`src/rtl/ead_pkg.sv`:
```
package ead_pkg;

    typedef enum logic [2:0] {
        ST_IDLE   = 3'd0,
        ST_DEV    = 3'd1,
        ST_WORD   = 3'd2,
        ST_DATA   = 3'd3,
        ST_IGNORE = 3'd4
    } ead_state_t;

    typedef enum logic [2:0] {
        RGN_NONE    = 3'd0,
        RGN_ARRAY   = 3'd1,
        RGN_SECURE  = 3'd2,
        RGN_LOCK    = 3'd3,
        RGN_WPROT   = 3'd4,
        RGN_INVALID = 3'd5
    } ead_region_t;

    localparam logic [3:0] TYPE_ARRAY = 4'b1010;
    localparam logic [3:0] TYPE_REGS  = 4'b1011;

endpackage

```
`src/rtl/ead_dev_match.sv`:
```
module ead_dev_match (
    input  logic [7:1] dev_bits,
    input  logic [2:0] client_addr,
    input  logic       clean_ok,
    output logic       is_regs,
    output logic       grant
);
    import ead_pkg::*;

    logic type_ok;
    logic addr_ok;

    always_comb begin
        // only the two legal type codes are recognised
        type_ok = (dev_bits[7:4] == TYPE_ARRAY) || (dev_bits[7:4] == TYPE_REGS);
        is_regs = (dev_bits[7:4] == TYPE_REGS);
        // strapped client address compare
        addr_ok = (dev_bits[3:1] == client_addr);
        // register space only after clean close
        grant   = type_ok && addr_ok && (!is_regs || clean_ok);
    end
endmodule

```
`src/rtl/ead_word_decode.sv`:
```
module ead_word_decode #(
    parameter int ARRAY_ADDR_BITS = 8,
    parameter int SECURE_OFS_BITS = 5
) (
    input  logic [7:0]           word,
    input  logic                 is_regs,
    output ead_pkg::ead_region_t region,
    output logic [7:0]           offset
);
    import ead_pkg::*;

    localparam int ARR_PAD = (ARRAY_ADDR_BITS >= 8) ? 1 : 8 - ARRAY_ADDR_BITS;
    localparam int SEC_PAD = 8 - SECURE_OFS_BITS;

    logic [7:0] arr_off;
    logic [7:0] sec_off;

    generate
        if (ARRAY_ADDR_BITS >= 8) begin : g_full_addr
            assign arr_off = word;
        end else begin : g_short_addr
            // upper bits beyond the array size are ignored
            assign arr_off = {{ARR_PAD{1'b0}}, word[ARRAY_ADDR_BITS-1:0]};
        end
    endgenerate

    assign sec_off = {{SEC_PAD{1'b0}}, word[SECURE_OFS_BITS-1:0]};

    always_comb begin
        region = RGN_INVALID;
        offset = 8'd0;
        if (!is_regs) begin
            region = RGN_ARRAY;
            offset = arr_off;
        end else if (word[7:6] == 2'b10) begin
            region = RGN_SECURE;
            offset = sec_off;
        end else if (word[7:4] == 4'b0110) begin
            region = RGN_LOCK;
        end else if (word[7:6] == 2'b11) begin
            region = RGN_WPROT;
        end else begin
            region = RGN_INVALID;
        end
    end
endmodule

```
`src/rtl/ead_term_tracker.sv`:
```
module ead_term_tracker (
    input  logic clk,
    input  logic rst_n,
    input  logic close_evt,
    input  logic open_evt,
    output logic clean_q
);
    // set by stop / host NACK, cleared by an accepted array access
    always_ff @(posedge clk or negedge rst_n) begin
        if (!rst_n) begin
            clean_q <= 1'b1;
        end else if (close_evt) begin
            clean_q <= 1'b1;
        end else if (open_evt) begin
            clean_q <= 1'b0;
        end
    end
endmodule

```
`src/rtl/eeprom_addr_decode.sv`:
```
module eeprom_addr_decode #(
    parameter int ARRAY_ADDR_BITS = 8
) (
    input  logic       clk,
    input  logic       rst_n,
    input  logic [2:0] client_addr,
    input  logic       start_evt,
    input  logic       stop_evt,
    input  logic       host_nack,
    input  logic       byte_valid,
    input  logic [7:0] byte_data,
    output logic       resp_valid,
    output logic       resp_ack,
    output logic       rd_flag,
    output logic       reg_space,
    output logic [2:0] region,
    output logic [7:0] offset
);
    import ead_pkg::*;

    ead_state_t  state_q;
    ead_state_t  state_d;
    logic        accept;
    logic        clean_q;
    logic        dev_is_regs;
    logic        dev_grant;
    ead_region_t word_region;
    logic [7:0]  word_offset;
    logic        array_open;

    assign accept = byte_valid && !start_evt && !stop_evt && !host_nack;

    ead_dev_match u_match (
        .dev_bits    (byte_data[7:1]),
        .client_addr (client_addr),
        .clean_ok    (clean_q),
        .is_regs     (dev_is_regs),
        .grant       (dev_grant)
    );

    ead_word_decode #(
        .ARRAY_ADDR_BITS (ARRAY_ADDR_BITS)
    ) u_word (
        .word    (byte_data),
        .is_regs (reg_space),
        .region  (word_region),
        .offset  (word_offset)
    );

    assign array_open = (state_q == ST_DEV) && accept && dev_grant && !dev_is_regs;

    ead_term_tracker u_term (
        .clk       (clk),
        .rst_n     (rst_n),
        .close_evt (stop_evt || host_nack),
        .open_evt  (array_open),
        .clean_q   (clean_q)
    );

    // Next-state logic
    always_comb begin
        state_d = state_q;
        if (start_evt) begin
            state_d = ST_DEV;
        end else if (stop_evt) begin
            state_d = ST_IDLE;
        end else if (host_nack && state_q != ST_IDLE) begin
            state_d = ST_IGNORE;
        end else begin
            unique case (state_q)
                ST_IDLE:   state_d = ST_IDLE;
                ST_DEV: begin
                    if (accept) begin
                        if (!dev_grant)       state_d = ST_IGNORE;
                        else if (byte_data[0]) state_d = ST_DATA;
                        else                  state_d = ST_WORD;
                    end
                end
                ST_WORD:   if (accept) state_d = ST_DATA;
                ST_DATA:   state_d = ST_DATA;
                ST_IGNORE: state_d = ST_IGNORE;
                default:   state_d = ST_IDLE;
            endcase
        end
    end

    // State register
    always_ff @(posedge clk or negedge rst_n) begin
        if (!rst_n) state_q <= ST_IDLE;
        else        state_q <= state_d;
    end

    // Output register
    always_ff @(posedge clk or negedge rst_n) begin
        if (!rst_n) begin
            resp_valid <= 1'b0;
            resp_ack   <= 1'b0;
            rd_flag    <= 1'b0;
            reg_space  <= 1'b0;
            region     <= RGN_NONE;
            offset     <= 8'd0;
        end else begin
            resp_valid <= 1'b0;
            resp_ack   <= 1'b0;
            if (start_evt) begin
                rd_flag   <= 1'b0;
                reg_space <= 1'b0;
                region    <= RGN_NONE;
                offset    <= 8'd0;
            end else if (accept) begin
                unique case (state_q)
                    ST_DEV: begin
                        resp_valid <= 1'b1;
                        resp_ack   <= dev_grant;
                        if (dev_grant) begin
                            rd_flag   <= byte_data[0];
                            reg_space <= dev_is_regs;
                        end
                    end
                    ST_WORD: begin
                        resp_valid <= 1'b1;
                        resp_ack   <= 1'b1;
                        region     <= word_region;
                        offset     <= word_offset;
                    end
                    ST_IDLE, ST_DATA, ST_IGNORE: begin
                    end
                    default: begin
                    end
                endcase
            end
        end
    end
endmodule

```
`config.mk`:
```
export PLATFORM = sky130hd
export DESIGN_NAME = eeprom_addr_decode
export DESIGN_NICKNAME = d
export VERILOG_FILES = /design/src/rtl/ead_pkg.sv /design/src/rtl/ead_dev_match.sv /design/src/rtl/ead_word_decode.sv /design/src/rtl/ead_term_tracker.sv /design/src/rtl/eeprom_addr_decode.sv
export SDC_FILE = /design/constraint.sdc
export NUM_CORES = 1
export LEC_CHECK = 0
export ABC_AREA = 1
export CAP_MARGIN = 10
export CORE_ASPECT_RATIO = 1.2
export CORE_MARGIN = 8
export CORE_UTILIZATION = 45
export DETAILED_ROUTE_END_ITERATION = 10
export PLACE_DENSITY = 0.79
export RECOVER_POWER = 50
export SETUP_SLACK_MARGIN = 0.2
export SKIP_LAST_GASP = 1
export SLEW_MARGIN = 20
export SYNTH_ARGS = -nofsm -noshare
export SYNTH_HDL_FRONTEND = slang
export SYNTH_SLANG_ARGS = --single-unit
export TNS_END_PERCENT = 1
```
`constraint.sdc`:
```
create_clock -name clk -period 1.4 [get_ports clk]
set_input_delay 0.21 -clock clk [delete_from_list [all_inputs] [get_ports clk]]
set_output_delay 0.21 -clock clk [all_outputs]
set_load 0.02 [all_outputs]
```
# Yosys cells after proc, flatten, opt, wreduce, memory -nomap -nowiden
# Index checks and enable logic that the tools add are counted.
[totals] reg_bits=19 in_bits=17 out_inout_bits=15 word_cells=82
[op_classes] eq_ne=12 n_mux=36 n_reduce_logical=26
[ops] operator="3-bit 2-to-1 mux" n=12
[ops] operator="8-bit 2-to-1 mux" n=4
[ops] operator="1-bit 2-to-1 mux" n=17
[ops] operator="3-bit case mux with 4 select lines" n=1
[ops] operator="2-bit nonzero test" n=5
[ops] operator="1-bit logical AND" n=9
[ops] operator="4-bit equality test (second input constant)" n=2
[ops] operator="3-bit by 2-bit equality test with 1-bit output (second input constant)" n=2
[ops] operator="5-bit 2-to-1 mux" n=1
[ops] operator="5-bit by 4-bit inequality test with 1-bit output (second input constant)" n=1
[ops] operator="5-bit inequality test (second input constant)" n=1
[ops] operator="2-bit equality test (second input constant)" n=2
[ops] operator="4-bit by 3-bit equality test with 1-bit output (second input constant)" n=1
[ops] operator="1-bit logical NOT" n=4
[ops] operator="2-bit AND reduction" n=2
[ops] operator="3-bit by 1-bit equality test with 1-bit output (second input constant)" n=1
[ops] operator="3-bit equality test" n=1
[ops] operator="3-bit equality test (second input constant)" n=1
[ops] operator="1-bit logical OR" n=3
[ops] operator="3-bit AND reduction" n=1
[ops] operator="3-bit nonzero test" n=1
[ops] operator="1-bit case mux with 2 select lines" n=1
[ops] operator="2-bit OR reduction" n=1

# Longest topological paths before layout
# Gate-level depths: netlist of run 1.
[depth] word_depth=10 mapped_depth=9 depth_no_buf=9

# By module
# From an unflattened synthesis of run 1, not the netlist that was laid out.
[hier_totals] hier_cells=165 area_unflattened_um2=1202.4
[modules_own_cells] mod="eeprom_addr_decode" instances=1 cells_per_inst=110 area_each_um2=964.7 seq_area_each_um2=450.4
[modules_own_cells] mod="ead_word_decode" instances=1 cells_per_inst=26 area_each_um2=103.8 seq_area_each_um2=0.0
[modules_own_cells] mod="ead_dev_match" instances=1 cells_per_inst=24 area_each_um2=92.6 seq_area_each_um2=0.0
[modules_own_cells] mod="ead_term_tracker" instances=1 cells_per_inst=5 area_each_um2=41.3 seq_area_each_um2=26.3

# Least setup slack after synthesis of run 1
# OpenSTA, ideal clock, no wires.
[synth_path] kind="reg2reg" startpoint="reg state_q[2]" endpoint="reg region[2]" setup_ps=124 t_arrival_ps=1102 t_required_ps=1276 setup_slack_ps=174 path_stages_with_launch=8 path_buffers=1 synth_period_minus_slack_ps=1226 path_cell_list="dfrtp_1 > nor2_8 > nand2_4 > nor2_8 > inv_4 > buf_6 > nand3_2 > o31ai_2"
[synth_between] elab_chain_len=3
[synth_lines] item="from (decl)" line_no="eeprom_addr_decode.sv:21" source="ead_state_t state_q;"
[synth_lines] item="from (signal assigned)" line_no="eeprom_addr_decode.sv:90" source="else state_q <= state_d;"
[synth_lines] item="3-bit by 2-bit equality test with 1-bit output" line_no="eeprom_addr_decode.sv:111" source="unique case (state_q)"
[synth_lines] item="2-bit nonzero test (no line)"
[synth_lines] item="2-bit AND reduction (no line)"
[synth_lines] item="to (signal assigned)" line_no="eeprom_addr_decode.sv:123" source="region <= word_region;"
[synth_lines] item="to (decl)" line_no="eeprom_addr_decode.sv:16" source="output logic [2:0] region,"
# Every way passes these cells.
# A chain may end at the register's enable or synchronous reset.

# Worst setup path after layout of run 1
[layout_path] startpoint="reg state_q[1]" endpoint="reg state_q[0]"
[layout_between] elab_chain_len=5 word_cells_on_any_way=13 cone_classes="eq/ne: 6; mux: 4; reduce/logical: 3"
[layout_lines] item="3-bit equality test (tied with other cells)" line_no="eeprom_addr_decode.sv:70" source="unique case (state_q)"
[layout_lines] item="3-bit case mux with 4 select lines or 1-bit logical AND (tied branches)" line_no="eeprom_addr_decode.sv:70, eeprom_addr_decode.sv:67"
[layout_lines] item="3-bit 2-to-1 mux" line_no="eeprom_addr_decode.sv:67" source="end else if (host_nack && state_q != ST_IDLE) begin"
[layout_lines] item="3-bit 2-to-1 mux" line_no="eeprom_addr_decode.sv:65" source="end else if (stop_evt) begin"
[layout_lines] item="3-bit 2-to-1 mux" line_no="eeprom_addr_decode.sv:63" source="if (start_evt) begin"
# Several ways; a longest one is shown, not always the timed one.

==> qor.yml, run 1 <==
power:
  pwr-share-clk_pct: 27.3
  p_sw_mw: 0.301
  seqPwrFrac_pct: 52.7
  switching_share_pct: 28.1
  intPower_mw: 0.769
  p_leak_nw: 0.898
  ir_drop_uv: 619
  p_per_area_mw_per_mm2: 656
  p_comb_share_pct: 20.1
worst_setup_path:
  worstPathRequired_ns: 1.64
  cp_max_fo: 4
  crit_buf_inv: 2
  crit_chain: "inv_4 -> nand3_4 -> inv_4 -> nand4_1 -> nand2_1 -> nand2_1 -> a21oi_2"
  cp_slowest_stage_delay_ns: 0.44
  slowest_stage: "dfrtp_1"
  path_class: "reg -> reg"
  critPathLaunchType: "register"
  worstPathArrival_ns: 1.58
  worstSetupEndpointType: "register"
  r2r_slack_ns: 0.05
  path_delay_family: "simple AND/OR/NAND/NOR gates"
synthesis:
  avgSynthCellArea_um2: 8.19
  yosysWarnings: 0
  synthCells: 137
  syn-num-nets: 154
  yosysUniqueCellTypes: 25
  yosysSeqAreaShare_pct: 42.5
  synth_area_mm2: 0.00112
  yosys_register_bits: 19
sta:
  hold_viol: 0
  max_freq_mhz: 743
  final_max_slew_viol_count: 0
  setup_violations: 0
  post-route-period-util_pct: 96.2
  rsz0062_at_grt: "true"
  skew_ns: 0.00208
  worstMarginPinSlew_ns: 0.484
  fin_setup_tns_ns: 0
  layout_min_cycle_time_ns: 1.35
  max_slew_margin_pct: 67.7
route:
  drt_pass1_iterations: 4
  num_vias: 1141
  routedWlPerCell_um: 14.2
  drt_iter0_markers: 22
  via_per_inst: 5.19
  drc_errors: 0
  routed_wl_um: 3130
  postRouteAntennaNets: 0
layout:
  final_cell_area_mm2: 0.00163
  mostFrequentLayoutCells: "nand2_1, inv_1, dfrtp_1"
  area_growth_pct: 45.3
  final_nets: 205
  n_antenna_cell: 0
  layout.cells.non_filler: 220
  drive_above_1_share_pct: 26.2
  final_common_cell: "nand2_1"
clock_tree:
  numCtsBuffers: 3
  htreeDepth: 1
  clkTransAtPathRegs_ns: 0.11
  cts.sinks: 19
  cts_max_path_buffers: 2
  insertion_delay_ns: 0.31
  tritoncts: "yes"
  clock-root-buffer: "clkbuf_4"
  holdBufCountCts: 0
global_routing:
  grt_pass1_vias: 1164
  grt_max_degree: 20
  grt_overflow: 0
  antenna_found_initial: 0
  track_usage_pct: 15.5
  grt_pass1_wl_um: 5150
floorplan:
  fp.dieH_um: 70.7
  ios: 32
  die_area_mm2: 0.00435
  die_x_um: 61.6
  core_mm2: 0.00245
  initial_utilization_pct: 45.8
  num_rows: 20
placed_design:
  gp_congestion: 0.868
  dpl_cell_area_mm2: 0.00157
  place_inst: 212
  hpwl_um: 2360
  numPortBuffers: 31
min_path:
  hp-class: "in -> async"
run_status:
  status: "completed"
job:
  cap_viol_max_count: 0
sequential cells by signal, indices dropped and copies added (netlist names):
name and count:
resp_ack 1, u_term.clean_q 1, reg_space 1, rd_flag 1, offset 8, resp_valid 1, state_q 3, region 3
path summary, 6_finish.rpt:
path | cells after the start | endpoint | from
min in group clk | 2 | u_term.clean_q$_DFFE_PN1P_ | u_term.clean_q$_DFFE_PN1P_
hold reg to reg | 2 | u_term.clean_q$_DFFE_PN1P_ | u_term.clean_q$_DFFE_PN1P_
setup reg to reg | 7 | state_q[0]$_DFFE_PN0P_ | state_q[1]$_DFFE_PN0P_
setup / recovery | 7 | state_q[0]$_DFFE_PN0P_ | state_q[1]$_DFFE_PN0P_
hold / removal | 2 | offset[6]$_DFFE_PN0P_ | rst_n
max in group asynchronous | 2 | state_q[2]$_DFFE_PN0P_ | rst_n
power groups by stage:
stage               Sequential (mW)  Combinational, mW  Clock (mW)
global placement              0.572              0.181           0
detailed placement            0.572              0.187           0
global route                  0.564              0.234       0.323
finish                        0.563              0.215       0.291
floorplan                     0.572             0.0748           0
CTS                           0.562              0.202       0.295
routing by layer:
| layer | global-route usage [%] | part of all wire (%) | routed length (um) |
|---|---|---|---|
| met1 | 15.3 | 36 | 1120 |
| met2 | 26.1 | 53 | 1660 |
| met3 | 4.72 | 7.8 | 243 |
| met4 | 10.4 | 3.4 | 105 |
| met5 | 0 | 0 | 0 |
cell families after synthesis:
| family | synth area share (%) |
|---|---|
| compound gates | 8.58 |
| buf+inv | 9.70 |
| flops | 42.5 |
| simple gates | 39.2 |
area by class of cell:
type	instances	area (um^2)
Clock buffer	3	22.5
Timing Repair Buffer	48	429
Fill cell	231	822
Inverter	24	100
Tap cell	33	41.3
Multi-Input combinational cell	92	554
Sequential cell	19	478
Clock inverter	1	5.00
metrics by stage:
step                      setup slack, ns  power (mW)  hold WS, ns  utilization (%)
after floorplan                     0.211       0.647      -0.0856                -
after global placement             -0.179       0.753        0.493             64.0
after detailed placement           -0.250       0.759        0.495             64.0
after CTS                          0.0915        1.06        0.242             65.5
after global routing              -0.0564        1.12        0.419             66.5
final                              0.0533        1.07        0.380             66.5
synthesized netlist by cell type:
master   number  area share (%)
nand4_2       1             1.1
nand3_2      10             8.9
nand4_1       2             1.1
nor2_2        2             1.1
buf_2         1            0.45
nor3_1        3             1.3
a21oi_1       4             1.8
inv_4         1            0.56
inv_1        19             6.4
nand2_1      30              10
nand2_2       1            0.56
nor2_1        9             3.0
nand3_4       1             1.6
o21ai_1       6             2.7
nand3_1      12             5.4
o31ai_2       1             1.1
buf_6         1             1.0
a21oi_2       1            0.78
and2_1        1            0.56
inv_2         4             1.3
nor2_8        2             3.6
dfstp_2       1             2.3
o21ai_0       5             2.2
nand2_4       1             1.0
dfrtp_1      18              40
repair_timing:
action	CTS	global route
pin swaps	2	3
buffers inserted	2	2
resized for setup	17	4
setup endpoints to repair	32	33
Note: power is estimated with default switching activity, not from simulation.
==> run 2: changes to the inputs <==
--- a/config.mk
+++ b/config.mk
@@ -9,10 +9,9 @@
 export CAP_MARGIN = 10
 export CORE_ASPECT_RATIO = 1.2
 export CORE_MARGIN = 8
-export CORE_UTILIZATION = 45
+export CORE_UTILIZATION = 47
 export DETAILED_ROUTE_END_ITERATION = 10
-export PLACE_DENSITY = 0.79
-export RECOVER_POWER = 50
+export PLACE_DENSITY = 0.82
 export SETUP_SLACK_MARGIN = 0.2
 export SKIP_LAST_GASP = 1
 export SLEW_MARGIN = 20
==> constraint.sdc (replaced) <==
create_clock -name clk -period 1.4 [get_ports clk]
set_input_delay 0.21 -clock clk [delete_from_list [all_inputs] [get_ports clk]]
set_output_delay 0.21 -clock clk [all_outputs]
set_load 0.005 [all_outputs]
==> qor.yml, run 2 (same netlist as run 1, synthesis figures left out) <==
route:
  postRouteAntennaNets: 0
  routedWlPerCell_um: 12.6
  routed_wl_um: 2850
  via_per_inst: 4.97
  drt_iter0_markers: 36
  drt_pass1_iterations: 4
  drc_errors: 0
  num_vias: 1123
sta:
  layout_min_cycle_time_ns: 1.40
  setup_slack_ns: 0.00396
  max_slew_margin_pct: 83.5
  rsz0062_at_grt: "true"
  holdWs_ns: 0.236
  fin_setup_tns_ns: 0
  max_freq_mhz: 716
  skew_ns: 0.00322
  worstMarginPinSlew_ns: 0.245
  final_max_slew_viol_count: 0
  hold_viol: 0
  post-route-period-util_pct: 99.7
  setup_violations: 0
power:
  p_leak_nw: 0.888
  p_per_area_mw_per_mm2: 609
  intPower_mw: 0.753
  switching_share_pct: 26.9
  p_comb_share_pct: 18.3
  ir_drop_uv: 773
  pwr-share-clk_pct: 27.1
  p_sw_mw: 0.277
  seqPwrFrac_pct: 54.6
clock_tree:
  numCtsBuffers: 3
  holdBufCountCts: 0
  insertion_delay_ns: 0.30
  clkTransAtPathRegs_ns: 0.11
  cts_max_path_buffers: 2
  clock-root-buffer: "clkbuf_4"
  tritoncts: "yes"
  cts.sinks: 19
  htreeDepth: 1
global_routing:
  top_usage_layer: "met2"
  grt_pass1_wl_um: 4970
  met1_usage_pct: 16.0
  grt_overflow: 0
  antenna_found_initial: 0
  track_usage_pct: 14.6
  grt_max_degree: 20
  grtUsageMet3_pct: 2.04
  grtUsageMet2_pct: 27.2
  grt_pass1_vias: 1203
layout:
  largest_registers: "offset x8, region x3, state_q x3"
  area_growth_pct: 50.7
  n_antenna_cell: 0
  final_common_cell: "nand2_1"
  largest_reg_flops: 8
  drive_above_1_share_pct: 30.3
  mostFrequentLayoutCells: "nand2_1, clkdlybuf4s50_1, buf_4, inv_1, dfrtp_1"
  layout.cells.non_filler: 226
  final_nets: 213
  largest-register: "offset"
worst_setup_path:
  path_class: "reg -> out"
  critPathLaunchType: "register"
  worstPathRequired_ns: 1.19
  worstPathArrival_ns: 1.19
  slowest_stage: "clkdlybuf4s50_1"
  worstSetupEndpointType: "output pin"
  path_delay_family: "buffers and inverters"
  crit_chain: "clkdlybuf4s50_1"
  cp_slowest_stage_delay_ns: 0.51
  cp_max_fo: 2
  crit_buf_inv: 1
floorplan:
  die_x_um: 60.6
  initial_utilization_pct: 49.2
  die_area_mm2: 0.00421
  num_rows: 19
  fp.dieH_um: 69.5
  ios: 32
  core_mm2: 0.00228
placed_design:
  hpwl_um: 2270
  dp_slack_ns: -0.217
  gp_congestion: 0.867
  place_inst: 211
  numPortBuffers: 31
run_status:
  status: "completed"
job:
  cap_viol_max_count: 0
min_path:
  hp-class: "in -> async"
## run 2: routing by layer
layer | part of all wire (%) | vias up | wire (um)
met4 | 1.3 | 0 | 38
met1 | 41 | 528 | 1180
met3 | 3.6 | 4 | 102
met2 | 54 | 32 | 1530
li1 | - | 559 | -
met5 | 0 | - | 0
## run 2: metrics by stage
| step | power [mW] | util [%] | instance area [um^2] |
|---|---|---|---|
| 6_report | 1.03 | 74.1 | 1690 |
| 2_1_floorplan | 0.646 | - | 1120 |
| 3_3_place_gp | 0.749 | 68.4 | 1560 |
| 5_1_grt | 1.08 | 74.1 | 1690 |
| 3_5_place_dp | 0.756 | 68.4 | 1560 |
| 4_1_cts | 1.03 | 73.2 | 1670 |
## run 2: power by group through the flow
stage          Combinational [mW]  Sequential (mW)  Clock [mW]
2_1_floorplan              0.0748            0.571           0
3_5_place_dp                0.183            0.572           0
5_1_grt                     0.209            0.563       0.308
3_3_place_gp                0.178            0.572           0
6_report                    0.189            0.562       0.279
4_1_cts                     0.184            0.561       0.286
## run 2: layout make-up
cell class	instances	area [um^2]
Clock inverter	1	5.00
Clock buffer	3	22.5
Fill cell	184	591
Sequential cell	19	478
Inverter	24	95.1
Tap cell	31	38.8
Timing Repair Buffer	56	499
Multi-Input combinational cell	92	553
## run 2: worst paths after layout
| path | cells after the start | start | slack, ns | end |
|---|---|---|---|---|
| hold reg to reg | 2 | u_term.clean_q$_DFFE_PN1P_ | 0.51 | u_term.clean_q$_DFFE_PN1P_ |
| max in group asynchronous | 2 | rst_n | 0.90 | u_term.clean_q$_DFFE_PN1P_ |
| setup reg to reg | 7 | state_q[2]$_DFFE_PN0P_ | 0.06 | reg_space$_DFFE_PN0P_ |
| hold / removal | 2 | rst_n | 0.24 | offset[4]$_DFFE_PN0P_ |
| min in group clk | 2 | u_term.clean_q$_DFFE_PN1P_ | 0.51 | u_term.clean_q$_DFFE_PN1P_ |
| setup / recovery | 1 | reg_space$_DFFE_PN0P_ | 0.004 | reg_space |
## run 2: repair_timing
item                       in CTS  in global routing
pin swaps                       0                  4
buffers inserted               11                  0
cloned                          0                  0
setup endpoints to repair      32                 33
gates resized for setup         1                  7
==> run 3: changes to the inputs <==
--- a/config.mk
+++ b/config.mk
@@ -7,11 +7,13 @@
 export LEC_CHECK = 0
 export ABC_AREA = 1
 export CAP_MARGIN = 10
+export CELL_PAD_IN_SITES_DETAIL_PLACEMENT = 1
+export CELL_PAD_IN_SITES_GLOBAL_PLACEMENT = 2
 export CORE_ASPECT_RATIO = 1.2
 export CORE_MARGIN = 8
-export CORE_UTILIZATION = 47
+export CORE_UTILIZATION = 26
 export DETAILED_ROUTE_END_ITERATION = 10
-export PLACE_DENSITY = 0.82
+export PLACE_DENSITY = 0.8
 export SETUP_SLACK_MARGIN = 0.2
 export SKIP_LAST_GASP = 1
 export SLEW_MARGIN = 20
==> qor.yml, run 3 (same netlist as run 1, synthesis figures left out) <==
power:
  p_per_area_mw_per_mm2: 664
  p_leak_nw: 0.930
  ir_drop_uv: 313
  finalPower_mw: 1.16
worst_setup_path:
  path_delay_family: "buffers and inverters"
  cp_max_fo: 2
  cp.depth: 1
  critPathLaunchType: "register"
  slowest_stage: "clkdlybuf4s50_1"
  crit_buf_inv: 1
  worstPathRequired_ns: 1.19
  cp_slowest_stage_delay_ns: 0.52
  reg2regPathDepth: 7
  worstSetupEndpointType: "output pin"
  crit_chain: "clkdlybuf4s50_1"
  path_class: "reg -> out"
  worstPathArrival_ns: 1.15
placed_design:
  hpwl_um: 2850
  dpl_cell_area_mm2: 0.00161
  dp_slack_ns: -0.238
  gp_congestion: 0.868
  place_inst: 238
  numPortBuffers: 31
route:
  num_vias: 1107
  routedWlPerCell_um: 13.6
  drt_iter0_markers: 36
  drc_errors: 0
  via_per_inst: 4.46
  postRouteAntennaNets: 0
  drt_pass1_iterations: 4
  routed_wl_um: 3380
clock_tree:
  cts.sinks: 19
  htreeDepth: 1
  tritoncts: "yes"
  clock-root-buffer: "clkbuf_8"
  clkTransAtPathRegs_ns: 0.07
  numCtsBuffers: 3
  cts_max_path_buffers: 2
  insertion_delay_ns: 0.26
global_routing:
  grt_overflow: 0
  antenna_found_initial: 0
  grt_pass1_wl_um: 5950
  grtUsageMet2_pct: 20.3
  met1_usage_pct: 12.2
  top_usage_layer: "met2"
  grt_max_degree: 20
  grtUsageMet3_pct: 1.95
  track_usage_pct: 10.9
  grt_pass1_vias: 1228
layout:
  largest_registers: "offset x8, region x3, state_q x3"
  drive_above_1_share_pct: 30.2
  final_common_cell: "nand2_1"
  fillers: 502
  final_cell_area_mm2: 0.00175
  largest-register: "offset"
  area_growth_pct: 55.5
  layout.cells.non_filler: 248
  final_nets: 210
  final_util_pct: 41.6
  largest_reg_flops: 8
  n_antenna_cell: 0
  mostFrequentLayoutCells: "nand2_1, clkdlybuf4s50_1, buf_4, inv_1, dfrtp_1"
floorplan:
  die_area_mm2: 0.00668
  num_rows: 26
  initial_utilization_pct: 26.7
  die_x_um: 76.0
  fp.dieH_um: 88.0
  core_mm2: 0.00420
  ios: 32
sta:
  hold_viol: 0
  layout_min_cycle_time_ns: 1.36
  max_freq_mhz: 738
  worstMarginPinSlew_ns: 0.310
  skew_ns: 0.00365
  setup_slack_ns: 0.0448
  setup_violations: 0
  max_slew_margin_pct: 79.1
  fin_setup_tns_ns: 0
  final_max_slew_viol_count: 0
  rsz0062_at_grt: "true"
  post-route-period-util_pct: 96.8
  holdWs_ns: 0.285
job:
  cap_viol_max_count: 0
min_path:
  hp-class: "in -> async"
run_status:
  status: "completed"
run 3: layout make-up:
| type | count | area, um^2 | area share (%) |
|---|---|---|---|
| Timing Repair Buffer | 53 | 494 | 28.3 |
| Multi-Input combinational cell | 92 | 559 | 32.0 |
| Sequential cell | 19 | 478 | 27.4 |
| Clock buffer | 3 | 41.3 | 2.37 |
| Clock inverter | 1 | 5.00 | 0.287 |
| Inverter | 24 | 97.6 | 5.59 |
| Tap cell | 56 | 70.1 | 4.01 |
run 3: power by group:
part / switching [mW] / internal, mW
Sequential: 0.00969 / 0.554
Clock: 0.192 / 0.198
Combinational: 0.104 / 0.102
Total: 0.305 / 0.854
run 3: worst paths after layout:
| path | startpoint | end | slack (ns) |
|---|---|---|---|
| setup / recovery | region[2]$_DFFE_PN0P_ | region[2] | 0.04 |
| hold / removal | rst_n | offset[6]$_DFFE_PN0P_ | 0.28 |
| setup reg to reg | state_q[1]$_DFFE_PN0P_ | reg_space$_DFFE_PN0P_ | 0.11 |
| hold reg to reg | u_term.clean_q$_DFFE_PN1P_ | u_term.clean_q$_DFFE_PN1P_ | 0.51 |
| max in group asynchronous | rst_n | u_term.clean_q$_DFFE_PN1P_ | 0.85 |
| min in group clk | byte_data[1] | offset[1]$_DFFE_PN0P_ | 0.34 |
run 3: repair_timing:
item | 4_1_cts | 5_1_grt
gates resized for setup | 1 | 19
pin swaps | 0 | 8
hold buffers | 0 | 0
setup endpoints to repair | 33 | 33
setup buffers | 2 | 4
run 3: per-layer routing:
layer  vias to the layer above  part of all wire, %
met1                       530                   42
li1                        549                    -
met3                         5                  3.1
met4                         0                  1.3
met2                        23                   53
met5                         -                    0
